--- src/rtl/clamp_seq_pkg.sv ---
package clamp_seq_pkg;

  typedef enum logic [1:0] {
    ST_IDLE  = 2'd0,
    ST_STEP2 = 2'd1,
    ST_STEP3 = 2'd2
  } seq_state_e;

  typedef enum logic {
    DIR_UP   = 1'b0,
    DIR_DOWN = 1'b1
  } seq_dir_e;

  typedef struct packed {
    logic vcore_down;
    logic clamp_early;
    logic clamp_en;
  } iso_bits_t;

  localparam iso_bits_t ISO_ALL_ON = '{vcore_down: 1'b1, clamp_early: 1'b1, clamp_en: 1'b1};

endpackage

--- src/rtl/clamp_req_fifo.sv ---
module clamp_req_fifo #(
  parameter int DEPTH = 4,
  parameter int WIDTH = 1
) (
  input  logic             clk,
  input  logic             rst_n,
  input  logic             push,
  input  logic [WIDTH-1:0] push_data,
  input  logic             pop,
  output logic [WIDTH-1:0] pop_data,
  output logic             empty,
  output logic             full
);
  localparam int PW = (DEPTH > 1) ? $clog2(DEPTH) : 1;
  localparam int FW = $clog2(DEPTH + 1);
  localparam logic [PW-1:0] LAST = PW'(DEPTH - 1);
  localparam logic [FW-1:0] FULL_LVL = FW'(DEPTH);

  logic [WIDTH-1:0] mem [DEPTH];
  logic [PW-1:0] wr_q, wr_d, rd_q, rd_d;
  logic [FW-1:0] fill_q, fill_d;
  logic push_ok, pop_ok;

  assign empty   = (fill_q == '0);
  assign full    = (fill_q == FULL_LVL);
  assign push_ok = push && !full;
  assign pop_ok  = pop && !empty;
  assign pop_data = mem[rd_q];

  always_comb begin
    wr_d   = wr_q;
    rd_d   = rd_q;
    fill_d = fill_q;
    if (push_ok) wr_d = (wr_q == LAST) ? '0 : wr_q + 1'b1;
    if (pop_ok)  rd_d = (rd_q == LAST) ? '0 : rd_q + 1'b1;
    case ({push_ok, pop_ok})
      2'b10:   fill_d = fill_q + 1'b1;
      2'b01:   fill_d = fill_q - 1'b1;
      default: fill_d = fill_q;
    endcase
  end

  always_ff @(posedge clk or negedge rst_n) begin
    if (!rst_n) begin
      wr_q   <= '0;
      rd_q   <= '0;
      fill_q <= '0;
    end else begin
      if (push_ok) wr_q <= wr_d;
      if (pop_ok)  rd_q <= rd_d;
      if (push_ok || pop_ok) fill_q <= fill_d;
    end
  end

  for (genvar g = 0; g < DEPTH; g++) begin : g_slot
    logic slot_we;
    assign slot_we = push_ok && (wr_q == PW'(g));
    always_ff @(posedge clk) begin
      if (slot_we) mem[g] <= push_data;
    end
  end

endmodule

--- src/rtl/clamp_use_counter.sv ---
module clamp_use_counter #(
  parameter int CNT_W = 4
) (
  input  logic             clk,
  input  logic             rst_n,
  input  logic             take,
  input  logic             take_exit,
  output logic [CNT_W-1:0] count,
  output logic             start_up,
  output logic             start_down,
  output logic             warn
);
  localparam logic [CNT_W-1:0] CNT_MAX = '1;
  localparam logic [CNT_W-1:0] CNT_ONE = CNT_W'(1);

  logic [CNT_W-1:0] cnt_q, cnt_d;
  logic warn_q, warn_d;
  logic is_zero, is_one, is_max;

  assign is_zero = (cnt_q == '0);
  assign is_one  = (cnt_q == CNT_ONE);
  assign is_max  = (cnt_q == CNT_MAX);

  assign start_up   = take && !take_exit && is_zero;
  assign start_down = take && take_exit && is_one;

  always_comb begin
    cnt_d  = cnt_q;
    warn_d = 1'b0;
    if (take) begin
      if (!take_exit) begin
        if (!is_max) cnt_d = cnt_q + 1'b1;
      end else if (is_zero) begin
        warn_d = 1'b1;
      end else begin
        cnt_d = cnt_q - 1'b1;
      end
    end
  end

  always_ff @(posedge clk or negedge rst_n) begin
    if (!rst_n) begin
      cnt_q  <= '0;
      warn_q <= 1'b0;
    end else begin
      if (take) cnt_q <= cnt_d;
      warn_q <= warn_d;
    end
  end

  assign count = cnt_q;
  assign warn  = warn_q;

endmodule

--- src/rtl/clamp_step_seq.sv ---
module clamp_step_seq
  import clamp_seq_pkg::*;
#(
  parameter int SETTLE_CYC = 5000
) (
  input  logic      clk,
  input  logic      rst_n,
  input  logic      start_up,
  input  logic      start_down,
  output iso_bits_t bits,
  output logic      busy,
  output logic      done
);
  localparam int TW = (SETTLE_CYC > 1) ? $clog2(SETTLE_CYC) : 1;
  localparam logic [TW-1:0] RELOAD = TW'(SETTLE_CYC - 1);

  seq_state_e state_q, state_d;
  seq_dir_e   dir_q, dir_d;
  logic [TW-1:0] tmr_q, tmr_d;
  iso_bits_t  bits_q, bits_d;
  logic done_q, done_d;
  logic tick, tmr_en;

  assign tick   = (tmr_q == '0);
  assign tmr_en = (state_q != ST_IDLE) || start_up || start_down;

  always_comb begin
    state_d = state_q;
    dir_d   = dir_q;
    tmr_d   = tmr_q;
    bits_d  = bits_q;
    done_d  = 1'b0;
    case (state_q)
      ST_IDLE: begin
        if (start_up) begin
          bits_d.clamp_en = 1'b0;
          dir_d   = DIR_UP;
          state_d = ST_STEP2;
          tmr_d   = RELOAD;
        end else if (start_down) begin
          bits_d.vcore_down = 1'b1;
          dir_d   = DIR_DOWN;
          state_d = ST_STEP2;
          tmr_d   = RELOAD;
        end
      end
      ST_STEP2: begin
        if (tick) begin
          bits_d.clamp_early = (dir_q == DIR_DOWN);
          state_d = ST_STEP3;
          tmr_d   = RELOAD;
        end else begin
          tmr_d = tmr_q - 1'b1;
        end
      end
      ST_STEP3: begin
        if (tick) begin
          if (dir_q == DIR_UP) bits_d.vcore_down = 1'b0;
          else                 bits_d.clamp_en   = 1'b1;
          state_d = ST_IDLE;
          done_d  = 1'b1;
        end else begin
          tmr_d = tmr_q - 1'b1;
        end
      end
      default: state_d = ST_IDLE;
    endcase
  end

  always_ff @(posedge clk or negedge rst_n) begin
    if (!rst_n) begin
      state_q <= ST_IDLE;
      dir_q   <= DIR_UP;
      tmr_q   <= '0;
      bits_q  <= ISO_ALL_ON;
      done_q  <= 1'b0;
    end else begin
      state_q <= state_d;
      bits_q  <= bits_d;
      done_q  <= done_d;
      if (start_up || start_down) dir_q <= dir_d;
      if (tmr_en) tmr_q <= tmr_d;
    end
  end

  assign bits = bits_q;
  assign busy = (state_q != ST_IDLE);
  assign done = done_q;

endmodule

--- src/rtl/clamp_refcnt_seq.sv ---
module clamp_refcnt_seq
  import clamp_seq_pkg::*;
#(
  parameter int CLK_HZ     = 50_000_000,
  parameter int SETTLE_US  = 100,
  parameter int SETTLE_CYC = (CLK_HZ / 1_000_000) * SETTLE_US,
  parameter int QDEPTH     = 4,
  parameter int CNT_W      = 4
) (
  input  logic             clk,
  input  logic             rst_n,
  input  logic             req_valid,
  input  logic             req_exit,
  output logic             req_ready,
  output logic             vcore_down,
  output logic             clamp_early,
  output logic             clamp_en,
  output logic             busy,
  output logic             done,
  output logic             underflow_warn,
  output logic [CNT_W-1:0] use_count
);
  logic q_empty, q_full, q_head;
  logic take, start_up, start_down, seq_busy;
  iso_bits_t iso;

  assign req_ready = !q_full;
  assign take      = !q_empty && !seq_busy;

  clamp_req_fifo #(.DEPTH(QDEPTH), .WIDTH(1)) u_queue (
    .clk       (clk),
    .rst_n     (rst_n),
    .push      (req_valid),
    .push_data (req_exit),
    .pop       (take),
    .pop_data  (q_head),
    .empty     (q_empty),
    .full      (q_full)
  );

  clamp_use_counter #(.CNT_W(CNT_W)) u_count (
    .clk        (clk),
    .rst_n      (rst_n),
    .take       (take),
    .take_exit  (q_head),
    .count      (use_count),
    .start_up   (start_up),
    .start_down (start_down),
    .warn       (underflow_warn)
  );

  clamp_step_seq #(.SETTLE_CYC(SETTLE_CYC)) u_seq (
    .clk        (clk),
    .rst_n      (rst_n),
    .start_up   (start_up),
    .start_down (start_down),
    .bits       (iso),
    .busy       (seq_busy),
    .done       (done)
  );

  assign busy        = seq_busy;
  assign vcore_down  = iso.vcore_down;
  assign clamp_early = iso.clamp_early;
  assign clamp_en    = iso.clamp_en;

endmodule

--- config.mk ---
export PLATFORM = sky130hd
export DESIGN_NAME = clamp_refcnt_seq
export DESIGN_NICKNAME = d
export VERILOG_FILES = /design/src/rtl/clamp_seq_pkg.sv /design/src/rtl/clamp_req_fifo.sv /design/src/rtl/clamp_use_counter.sv /design/src/rtl/clamp_step_seq.sv /design/src/rtl/clamp_refcnt_seq.sv
export SDC_FILE = /design/constraint.sdc
export NUM_CORES = 1
export LEC_CHECK = 0
export ABC_AREA = 1
export BUFFER_PORTS_ARGS = -buffer_cell sky130_fd_sc_hd__buf_4
export CORE_UTILIZATION = 59
export CTS_CLUSTER_DIAMETER = 200
export DETAILED_ROUTE_END_ITERATION = 6
export GPL_TIMING_DRIVEN = 0
export PLACE_DENSITY = 0.78
export SLEW_MARGIN = 20
export SYNTH_ARGS = -nofsm -noshare
export SYNTH_HDL_FRONTEND = slang
export SYNTH_SLANG_ARGS = --single-unit
--- constraint.sdc ---
create_clock -name clk -period 5.4 [get_ports clk]
set_clock_uncertainty 0.1 [all_clocks]
set_input_delay 0.54 -clock clk [delete_from_list [all_inputs] [get_ports clk]]
set_output_delay 0.54 -clock clk [all_outputs]
set_load 0.01 [all_outputs]
# Word-level counts from Yosys, hierarchy flattened
# Memory sizes are Yosys's and may differ from the RTL's.
# Cells that the tools add are included.
[classes]
n_addsub = 7
eq_ne = 22
muxes = 48
n_reduce_logical = 40
[ops]
columns = ["cell", "count"]
rows = [
  ["2-to-1 mux 13 bit", 4],
  ["one-hot mux 13 bit (3 select lines)", 1],
  ["2-to-1 mux 1 bit", 27],
  ["2-to-1 mux 2 bit", 9],
  ["logical NOT 13 bit", 1],
  ["subtractor 13 x 1 -> 13 bit, second input constant", 1],
  ["2-to-1 mux 4 bit", 3],
  ["inequality test 2 x 1 -> 1 bit, second input constant", 6],
  ["logical AND 1 bit", 11],
  ["== test 2 bit, second input constant", 5],
  ["AND reduction 3 bit", 3],
  ["inequality test 2 bit, second input constant", 4],
  ["AND reduction 4 bit", 2],
  ["nonzero test 2 bit", 4],
  ["== test 2 x 1 -> 1 bit, second input constant", 3],
  ["one-hot mux 2 bit (3 select lines)", 1],
  ["one-hot mux 3 bit (2 select lines)", 1],
  ["AND reduction 5 bit", 1],
  ["adder 2 x 1 -> 2 bit, second input constant", 2],
  ["adder 4 x 1 -> 4 bit, second input constant", 1],
  ["== test 4 x 1 -> 1 bit, second input constant", 1],
  ["== test 4 bit, second input constant", 1],
  ["logical NOT 1 bit", 4],
  ["logical NOT 2 bit", 2],
  ["12 further kinds", 19],
]
[totals]
regBits = 32
ram_bits = 4
input_bits = 4
out_inout_bits = 11
n_memories = 1
[memory_table]
columns = ["memory", "depth", "width", "read_ports", "rd_clocked_by_memory_dff", "write_ports", "line_no", "text"]
rows = [
  ["u_queue.mem", 4, 1, 1, 0, 1, "clamp_req_fifo.sv:19", "logic [WIDTH-1:0] mem [DEPTH];"],
]

# Logic depth before layout (Yosys ltp)
# Gate-level depths: netlist of run 1.
[logic_depth]
ltp_word = 10
ltp_mapped = 11
ltp_nobuf = 11

# Modules after synthesis
# Synthesis of run 1 repeated with hierarchy kept, for this count alone.
[unflattened]
hier_cells = 328
hier_area_um2 = 2497.4
[modules_own_cells]
columns = ["module", "n_inst", "cells_each", "area_per_inst_um2"]
rows = [
  ["clamp_step_seq", 1, 207, 1457.6],
  ["clamp_req_fifo", 1, 72, 645.6],
  ["clamp_use_counter", 1, 47, 386.6],
  ["clamp_refcnt_seq", 1, 2, 7.5],
]

# Worst setup path after synthesis of run 1
# OpenSTA, ideal clock, no wires.
[synth_path]
path_type = "register -> register"
startpoint = "register u_seq.state_q[0]"
endpoint = "register u_queue.fill_q[2]"
setup_time_ns = 0.131
arrival_time_ns = 2.032
path_slack_ns = 3.137
stages_incl_launch_ff = 11
cell_sequence = "dfrtp_1 inv_1 ha_1 inv_2 a21oi_4 ha_1 inv_1 fa_1 a21oi_1 o21ai_0 xor2_1"
[synth_via]
elab_chain_len = 7
word_cells_on_any_way = 10
[synth_rtl]
columns = ["element", "line_no", "text"]
rows = [
  ["from (decl)", "clamp_step_seq.sv:17", "seq_state_e state_q, state_d;"],
  ["from (signal assigned)", "clamp_step_seq.sv:78", "state_q <= state_d;"],
  ["nonzero test 2 bit (*)", "clamp_step_seq.sv:87", "assign busy = (state_q != ST_IDLE);"],
  ["net busy", "clamp_refcnt_seq.sv:18", "output logic busy,"],
  ["logical NOT 1 bit (*)", "clamp_refcnt_seq.sv:28", "assign take = !q_empty && !seq_busy;"],
  ["logical AND 1 bit (*)", "clamp_refcnt_seq.sv:28", ""],
  ["logical AND 1 bit (*)", "clamp_req_fifo.sv:27", "assign pop_ok = pop && !empty;"],
  ["net u_queue.pop_ok", "clamp_req_fifo.sv:22", "logic push_ok, pop_ok;"],
  ["== test 2 bit or == test 2 x 1 -> 1 bit (tied branches)", "clamp_req_fifo.sv:36", "case ({push_ok, pop_ok})"],
  ["nonzero test 2 bit (no source line)", "-", ""],
  ["AND reduction 2 bit (no source line)", "-", ""],
  ["to (signal assigned)", "clamp_req_fifo.sv:51", "if (push_ok || pop_ok) fill_q <= fill_d;"],
  ["to (decl)", "clamp_req_fifo.sv:21", "logic [FW-1:0] fill_q, fill_d;"],
]
# Mark *: on every way through the listed nets, which the timed path passes. The rest lies on a longest branch.
# A chain may end at the register's enable or synchronous reset.

# Final worst setup path of run 1
[layout_path]
startpoint = "register u_seq.state_q[0]"
endpoint = "register u_queue.fill_q[2]"
[layout_via]
elab_chain_len = 7
word_cells_on_any_way = 10
[layout_rtl]
columns = ["element", "line_no"]
rows = [
  ["nonzero test 2 bit (*)", "clamp_step_seq.sv:87"],
  ["logical NOT 1 bit (*)", "clamp_refcnt_seq.sv:28"],
  ["logical AND 1 bit (*)", "clamp_refcnt_seq.sv:28"],
  ["logical AND 1 bit (*)", "clamp_req_fifo.sv:27"],
  ["net u_queue.pop_ok", "clamp_req_fifo.sv:22"],
  ["== test 2 bit or == test 2 x 1 -> 1 bit (tied branches)", "clamp_req_fifo.sv:36"],
  ["nonzero test 2 bit (no source line)", "-"],
  ["AND reduction 2 bit (no source line)", "-"],
]
# Marked as above.

==> results of run 1 <==
registers in the layout, indices dropped and copies added (netlist names):
signal	flops
u_seq.dir_q	1
u_queue.fill_q	3
u_count.count	4
u_seq.state_q	2
u_seq.bits	3
u_count.warn	1
u_seq.tmr_q	13
u_queue.mem	4
u_seq.done	1
u_queue.rd_q	2
u_queue.wr_q	2
stage by stage:
step	worst slack, ps	utilization (%)
after floorplan	3140	-
after global placement	3010	67.7
after detailed placement	2970	67.7
after CTS	2940	70.6
after global routing	2770	70.6
final	2940	70.6
synthesized netlist by cell type:
cell type / count
a21oi_1: 5
a21oi_4: 1
and2_1: 2
buf_6: 1
clkbuf_1: 3
dfrtp_1: 29
dfstp_2: 3
edfxtp_1: 4
fa_1: 1
ha_1: 16
inv_1: 42
inv_2: 2
nand2_1: 116
nand2_2: 1
nand2_4: 1
nand3_1: 27
nand3_2: 3
nand4_1: 5
nor2_1: 29
nor2_2: 3
o211ai_1: 2
o21ai_0: 21
o21ai_2: 1
xnor2_1: 4
xor2_1: 5
area by class of cell:
cell class	count	area [sq um]
well taps	48	60.1
clock inverters	2	35.0
flip-flops and latches	36	925
fillers	301	1100
repair buffers	14	105
plain buffers	4	22.5
inverters	44	165
clock buffers	6	72.6
multi-input cells	243	1260
logic make-up after synthesis:
family          Yosys count  synth area share, %
compound gates           30                 7.18
xor+xnor                  9                 3.32
buf+inv                  48                 7.92
simple gates            187                 33.3
flops                    36                 39.0
fa+ha+maj                17                 9.29
metal layers:
metal  up-vias  wire length, um  part of all wire, %
li1       1063                -                    -
met1       887             2340                   52
met2        29             1940                   43
met3         7              175                  3.9
met4         0               80                  1.8
met5         -                0                    0
where the power goes:
part           switching (uW)  internal [uW]
clock network             100            137
logic                     630            358
registers                 103            394
total                     834            889
how the worst min path moves through the flow:
stage | start | slack, ps | to
floorplan | rst_n | 140 | u_count.count[0]$_DFFE_PN0P_
global placement | u_seq.bits[2]$_DFFE_PN1P_ | 370 | u_seq.bits[2]$_DFFE_PN1P_
detailed placement | u_seq.bits[0]$_DFFE_PN1P_ | 380 | u_seq.bits[0]$_DFFE_PN1P_
CTS | rst_n | 90 | u_seq.done$_DFF_PN0_
global route | rst_n | 110 | u_count.count[0]$_DFFE_PN0P_
finish | rst_n | 70 | u_seq.done$_DFF_PN0_
worst register-to-register path: stages (launching register included):
cell,delay (ps)
dfrtp_1,420
inv_1,100
ha_1,250
inv_2,110
a21oi_4,250
ha_1,190
inv_1,70
fa_1,440
a21oi_1,150
o21ai_0,110
xor2_1,150
==> results.toml, run 1 <==
[global_routing]
grt_pass1_vias = 1805
grt.total_usage_pct = 24.7
grtUsageMet2_pct = 38.1
grt.busiest_layer = "met2"
grt.overflow.total = 0
grt_pass1_wl_um = 8040
antenna_found_initial = 0
gr-usage-met3_pct = 3.99
grt_max_degree = 33
met1_usage_pct = 33.3

[cells_and_area]
diodes = 0
fin_nets = 369
mostFrequentLayoutCells = "nand2_1 (116), inv_1 (42), nor2_1 (29), dfrtp_1 (29), nand3_1 (27)"
drive_gt1_share_pct = 10.6
final_cell_area_sq_um = 2640
fin_cells = 397
synthToLayoutAreaGrowth_pct = 11.5
layout_commonest_cell = "nand2_1"

[synthesis]
netlist_top_cells_area = "dfrtp_1 (31%), nand2_1 (18%), ha_1 (8.4%)"
synth.avg_cell_area_sq_um = 7.25
synth_cells = 327
ys_seq_area_share_pct = 39.0
synth.distinct_cells = 25
synth_area_leader_cell = "dfrtp_1"
ys_seq_elements = 36
yosys_warnings = 0
yosysTopAreaCellShare_pct = 30.6
synthesis.area_sq_um = 2370
synth_nets = 348

[floorplanning]
num_io_pins = 15
die-height_um = 65.4
rows = 22
die_w_um = 65.4
core_sq_um = 3740
die_area_sq_um = 4280
start_util_pct = 63.3

[clocking]
htree_levels = 2
insertion_delay_ps = 290
post_cts_buffers = 0
cts_buffers = 5
cts_root_buf = "clkbuf_8"
cts_tree = "built"
cts.sink_count = 36
clk_pin_slew_ps = 80
cts-hold-fix-buffers = 0
cts_resized = 0
clock_path_buffers = 2

[critical_path]
startpoint = "u_seq.state_q[0]$_DFFE_PN0P_"
worstPathArrival_ps = 2520
cp_cell_sequence = "inv_1 -> ha_1 -> inv_2 -> a21oi_4 -> ha_1 -> inv_1 -> fa_1 -> a21oi_1 -> o21ai_0 -> xor2_1"
setup.worst_path.end = "u_queue.fill_q[2]$_DFFE_PN0P_"
path_max_fanout = 9
cp.depth = 10
r2r_end = "u_queue.fill_q[2]$_DFFE_PN0P_"
crit_required_ps = 5470
max_stage_delay_ps = 440
start_kind = "flop"
r2r-start = "u_seq.state_q[0]$_DFFE_PN0P_"
criticalPathCategory = "flop to flop"
slowest_stage = "fa_1"
crit_buf_inv = 3
reg2reg_slack_ps = 2940
crit_family = "adder cells"
critPathCaptureType = "flop"
reg2regPathDepth = 10

[sta]
finalSetupViolCount = 0
min_period_ps = 2460
fin_tns_setup_ps = 0
relSlewSlack_pct = 65.3
maxSlewViolCount = 0
rsz0062_at_grt = "no"
fmax_mhz = 407
worst_slew_pin_slew_ps = 520
fin_crit_sh_pct = 45.5
final-hold-violation-count = 0
hold_slack_ps = 72.9

[placed_design]
place_hpwl_um = 3330
dp.cells = 389
placed_cell_area_sq_um = 2540
port_buffers = 14
gp_congestion = 0.880

[route]
dr.pass1.iters = 4
via_per_inst = 5.00
first_iter_violations = 128
drc = 0
drt-total-wl_um = 4540
dr_total_vias = 1986
wl_per_cell_um = 11.4
ant_nets = 0

[power]
total_power_uw = 1720
ir_drop_v = 0.000367
p_leak_uw = 0.00138
cellPowerDensity_nw_per_um2 = 652

[min_path]
hold_path.class = "primary input to async pin"

[job]
max-cap-violations = 0

[run_status]
status = "complete, no violations"
No activity file was read; power rests on OpenSTA's default activity.
==> run 2, diff against run 1 <==
Settings changed: ABC_AREA 1 to 0, CORE_UTILIZATION 59 to 54, PLACE_DENSITY 0.78 to 0.75.
Clock period 5.4 ns to 2.2 ns, I/O delays scaled along.
==> run 2 against run 1 <==
  * Die area down 2.3%
  * Critical path depth shrank 3
  * Largest power group unchanged
  * Setup slack got worse by 2900 ps
  * Non-clock buffer count increased by 13
  * Largest cell class unchanged
  * Clock power increased by 92%
  * Synthesized area decreased by 11%
  * Critical endpoint is now u_seq.tmr_q[5]$_DFFE_PN0P_
  * Synthesized cell count down 37%
==> results.toml, run 2 <==
[floorplanning]
core_sq_um = 3720
die_area_sq_um = 4180
die_w_um = 64.6
rows = 22
start_util_pct = 57.0
die-height_um = 64.6
num_io_pins = 15

[route]
dr.pass1.iters = 4
wl_per_cell_um = 15.2
ant_nets = 0
drt-total-wl_um = 4380
first_iter_violations = 115
via_per_inst = 5.97
dr_total_vias = 1719
drc = 0

[cells_and_area]
diodes = 0
synthToLayoutAreaGrowth_pct = 19.7
top_register = "u_seq.tmr_q"
largest_register_ffs = 13
fin_nets = 260
layout_commonest_cell = "dfrtp_1"
drive_gt1_share_pct = 25.8
mostFrequentLayoutCells = "dfrtp_1 (29), buf_4 (26), inv_1 (16), ha_1 (14), nand2_1 (12)"
final_cell_area_sq_um = 2540
fillers = 299

[sta]
maxSlewViolCount = 0
worst_slew_pin_slew_ps = 464
fin_tns_setup_ps = 0
fin_crit_sh_pct = 98.6
finalSetupViolCount = 0
worst_slack_ps = 30.1
fmax_mhz = 461
final-hold-violation-count = 0
rsz0062_at_grt = "yes"
relSlewSlack_pct = 68.9
min_period_ps = 2170

[synthesis]
synth.avg_cell_area_sq_um = 10.3
synthesis.area_sq_um = 2120
ys_seq_area_share_pct = 43.7
synth_area_leader_cell = "dfrtp_1"
synth_common_cells = "dfrtp_1 (29), inv_1 (20), ha_1 (16)"
synth-edff-count = 4
synthFlopType = "dfrtp_1"
yosysTopAreaCellShare_pct = 34.3
synth_cells = 206
synth.most_common_cell = "dfrtp_1"
synth_nets = 227
yosys_warnings = 0
synth.distinct_cells = 49
ys_seq_elements = 36
synthArstFlopShare_pct = 88.9
netlist_top_cells_area = "dfrtp_1 (34%), ha_1 (9.5%), edfxtp_1 (5.7%)"

[critical_path]
crit_required_ps = 2310
path_max_fanout = 6
reg2reg_slack_ps = 30
critPathCaptureType = "flop"
start_kind = "flop"
worstPathArrival_ps = 2280
criticalPathCategory = "flop to flop"

[placed_design]
port_buffers = 14
gp_congestion = 0.871
place_hpwl_um = 3010
placed_cell_area_sq_um = 2280
place_ws_ps = -398

[clocking]
cts_buffers = 5
clk_pin_slew_ps = 70
cts.sink_count = 36
insertion_delay_ps = 290
cts_tree = "built"
clock_path_buffers = 2
htree_levels = 2
cts_root_buf = "clkbuf_8"

[global_routing]
grt_pass1_wl_um = 7420
grt.total_usage_pct = 23.4
grt.overflow.total = 0
antenna_found_initial = 0
grt_pass1_vias = 1672
grt_max_degree = 33

[job]
max-cap-violations = 0

[power]
p_leak_uw = 0.00113
cellPowerDensity_nw_per_um2 = 1420
ir_drop_v = 0.000944

[min_path]
hold_path.class = "primary input to flop"

[run_status]
status = "complete, no violations"
==> run 2: changes by cell type in the layout (fill, tap and decap cells not counted), sizes merged, moves of 5 or more <==
cell     previous run  this run
nor3                0         7
o211ai              2        11
o21ai              22        11
nor2               32         9
nand3              30         6
nand2             118        13
o2bb2ai             0         5
buf                15        28
inv                44        20
==> run 2: repair_timing <==
item	in CTS	in global routing
pin swaps	2	5
gates cloned	0	0
setup buffers	6	6
hold buffers	1	0
resized for setup	13	12
endpoints found under the hold margin	29	0
endpoints found under the setup margin	17	15
==> run 2: cells by family (layout without fill, tap and decap cells) <==
family | Yosys count | in the layout | share of synthesized area [%]
xor gates and xnor gates | 7 | 7 | 2.89
adders and majority gates | 17 | 17 | 10.4
and+or+nand+nor | 60 | 60 | 16.0
DFF | 36 | 36 | 43.7
buffers and inverters | 25 | 59 | 5.20
muxes | 6 | 6 | 3.96
AOI/OAI and AO/OA | 55 | 55 | 17.9
==> run 2: worst max-delay path: stages, from the launching register on <==
cell	delay, ps
dfrtp_1	380
mux4_2	520
buf_6	130
mux2i_1	130
o21ai_2	190
buf_4	180
nand3b_1	220
o2bb2ai_1	230
==> run 2: path summary, 6_finish.rpt <==
kind                                              from                          to  cells past startpoint
setup / recovery           u_queue.rd_q[0]$_DFFE_PN0P_  u_seq.tmr_q[5]$_DFFE_PN0P_                      7
max in group asynchronous                        rst_n   u_seq.bits[0]$_DFFE_PN1P_                      2
min in group asynchronous                        rst_n  u_seq.tmr_q[9]$_DFFE_PN0P_                      2
hold reg to reg              u_seq.bits[1]$_DFFE_PN1P_   u_seq.bits[1]$_DFFE_PN1P_                      2
hold / removal                                req_exit    u_queue.mem[3]$_DFFE_PP_                      1
setup reg to reg           u_queue.rd_q[0]$_DFFE_PN0P_  u_seq.tmr_q[5]$_DFFE_PN0P_                      7
==> run 2: power breakdown <==
group / switching (uW) / internal (uW) / total, uW
clock: 234 / 222 / 456
combinational: 1030 / 954 / 1980
sequential: 259 / 907 / 1170
==> run 2: layout make-up <==
| class | instances | area, sq um | share of cell area (%) |
|---|---|---|---|
| multi-input combinational | 145 | 1160 | 45.9 |
| sequential | 36 | 925 | 36.5 |
| timing repair buffer | 27 | 205 | 8.09 |
| clock buffer | 7 | 76.3 | 3.01 |
| inverter | 20 | 75.1 | 2.96 |
| tap | 48 | 60.1 | 2.37 |
| buffer | 4 | 25.0 | 0.987 |
| clock inverter | 1 | 5.00 | 0.197 |
==> run 2: layer usage <==
metal  share of wire [%]  global-route usage, %
met4                 1.1                   9.72
met1                  44                   28.4
met5                   0                      0
met3                 5.1                   7.39
met2                  50                   38.3
==> run 2: metrics by stage <==
step / utilization, % / total power [uW] / hold WS (ps) / cells
2_1_floorplan: - / 2420 / -176 / 206
3_3_place_gp: 61.4 / 2750 / 72.9 / 268
3_5_place_dp: 61.4 / 2860 / 85.0 / 268
4_1_cts: 66.2 / 3490 / 17.9 / 283
5_1_grt: 68.2 / 3890 / 16.6 / 288
6_report: 68.2 / 3600 / 23.5 / 288
==> run 3, diff against run 2 <==
Settings changed: CORE_UTILIZATION 54 to 45, PLACE_DENSITY 0.75 to unset.
==> run 3 against run 2 <==
  * The run now ends with design-rule violations left
  * Global-route usage down 2.8 points
  * Critical path depth down 2
  * Non-clock buffer count unchanged
  * Final area up 0.59%
  * Worst hold slack better by 13 ps
  * Setup slack better by 38 ps
  * Via count down 0.52%
  * Core utilization down 11 points
  * Cell count up 1.4%
  * Sequential power about the same
  * Register-to-register slack better by 40 ps
  * Routed wire length up 7.5%
  * Critical endpoint is now u_seq.tmr_q[1]$_DFFE_PN0P_
  * Largest power group unchanged
==> results.toml, run 3 (synthesis gave the netlist of run 2 again) <==
[run_status]
status = "finished, violations left"
violations = "design-rule violations"

[clocking]
cts.sink_count = 36
cts_tree = "built"
htree_levels = 2
cts_buffers = 5
insertion_delay_ps = 280
clock_path_buffers = 2
clk_pin_slew_ps = 70
cts_root_buf = "clkbuf_8"

[sta]
relSlewSlack_pct = 64.1
maxSlewViolCount = 0
finalSetupViolCount = 0
final-hold-violation-count = 0
worst_slew_pin_slew_ps = 536
fmax_mhz = 469
fin_crit_sh_pct = 96.9
min_period_ps = 2130
rsz0062_at_grt = "no"
worst_slack_ps = 67.8

[cells_and_area]
fillers = 401
diodes = 0
drive_gt1_share_pct = 26.7
area.sequential_sq_um = 927
utilization_pct = 57.4
top_register = "u_seq.tmr_q"
largest_register_ffs = 13
multi_input_area_sq_um = 1170
mostFrequentLayoutCells = "buf_4 (28), dfrtp_1 (27), inv_1 (16), ha_1 (14), nand2_1 (12)"
fin_nets = 260
synthToLayoutAreaGrowth_pct = 20.4
layout_commonest_cell = "buf_4"

[global_routing]
grt_pass1_vias = 1674
grt_max_degree = 33
grt_pass1_wl_um = 8010
grt.overflow.total = 0
grt.total_usage_pct = 20.6
antenna_found_initial = 0

[placed_design]
port_buffers = 14
place_hpwl_um = 3250
gp_congestion = 0.922
place_ws_ps = -421

[floorplanning]
num_io_pins = 15
die_w_um = 70.6
start_util_pct = 47.7
die-height_um = 70.6
die_area_sq_um = 4990
rows = 24
core_sq_um = 4440

[critical_path]
start_kind = "flop"
critPathCaptureType = "flop"
crit_required_ps = 2270
path_max_fanout = 8
criticalPathCategory = "flop to flop"
worstPathArrival_ps = 2200

[power]
power_frac_clock_pct = 12.3
p_int_uw = 2120
cellPowerDensity_nw_per_um2 = 1430
ir_drop_v = 0.000709
p_leak_uw = 0.00113
combPwrFrac_pct = 55.2
pwr-share-seq_pct = 32.6
p_sw_share_pct = 42.0
netSwitchingPower_uw = 1530

[route]
dr.pass1.iters = 6
wl_per_cell_um = 16.1
via_per_inst = 5.86
dr_total_vias = 1710
ant_nets = 0
first_iter_violations = 85
drt-total-wl_um = 4710
drc = 4

[job]
max-cap-violations = 0

[min_path]
hold_path.class = "primary input to flop"
-- run 3: routing by layer --
layer	wire, um	share of wire, %	up-vias	track usage, %
met2	2180	46	42	32.9
met3	193	4.1	4	4.42
met5	0	0	-	0
li1	-	-	822	-
met4	35	0.74	0	5.33
met1	2300	49	842	28.8
-- run 3: final timing paths --
check	from	endpoint	slack [ps]	cells after the start
worst max-delay path	u_seq.tmr_q[4]$_DFFE_PN0P_	u_seq.tmr_q[1]$_DFFE_PN0P_	70	5
worst min-delay path	req_exit	u_queue.mem[0]$_DFFE_PP_	40	1
worst max register to register	u_seq.tmr_q[4]$_DFFE_PN0P_	u_seq.tmr_q[1]$_DFFE_PN0P_	70	5
worst min register to register	u_seq.bits[1]$_DFFE_PN1P_	u_seq.bits[1]$_DFFE_PN1P_	410	2
max in group asynchronous	rst_n	u_seq.bits[2]$_DFFE_PN1P_	1340	2
min in group asynchronous	rst_n	u_seq.tmr_q[1]$_DFFE_PN0P_	320	2
-- run 3: cell type report --
type / count / share of cell area, %
buffer: 3 / 0.785
clock buffer: 7 / 2.99
clock inverter: 1 / 0.147
inverter: 20 / 2.94
multi-input combinational: 145 / 45.9
sequential: 36 / 36.3
tap: 52 / 2.55
timing repair buffer: 28 / 8.34
-- run 3: worst max-delay path, stage by stage, from the launching register on --
cell	delay, ps
dfrtp_1	440
nor3_2	500
and4_4	400
a21oi_4	90
and2_4	200
mux2_4	300
-- run 3: power groups by stage --
stage / sequential [uW] / clock [uW] / combinational, uW
6_report: 1190 / 449 / 2010
5_1_grt: 1220 / 494 / 2250
4_1_cts: 1170 / 466 / 1910
3_5_place_dp: 1170 / 0 / 1720
3_3_place_gp: 1150 / 0 / 1640
2_1_floorplan: 1130 / 0 / 1290
-- run 3: per-stage QoR --
step / cell area (sq um) / setup TNS, ps / power, uW / hold WS (ps) / cells
3_3_place_gp: 2290 / -4650 / 2780 / 83.6 / 272
6_report: 2550 / 0 / 3650 / 36.3 / 292
3_5_place_dp: 2290 / -5170 / 2890 / 91.0 / 272
2_1_floorplan: 2120 / 0 / 2420 / -176 / 206
4_1_cts: 2490 / -7.29 / 3540 / 30.6 / 288
5_1_grt: 2550 / 0 / 3960 / 26.4 / 292
-- run 3: timing repair --
| item | 4_1_cts | 5_1_grt |
|---|---|---|
| setup endpoints to repair | 17 | 14 |
| hold endpoints to repair | 29 | 0 |
| resized for setup | 18 | 14 |
| hold buffers | 1 | 0 |
| buffers inserted | 8 | 5 |
| pin swaps | 4 | 7 |
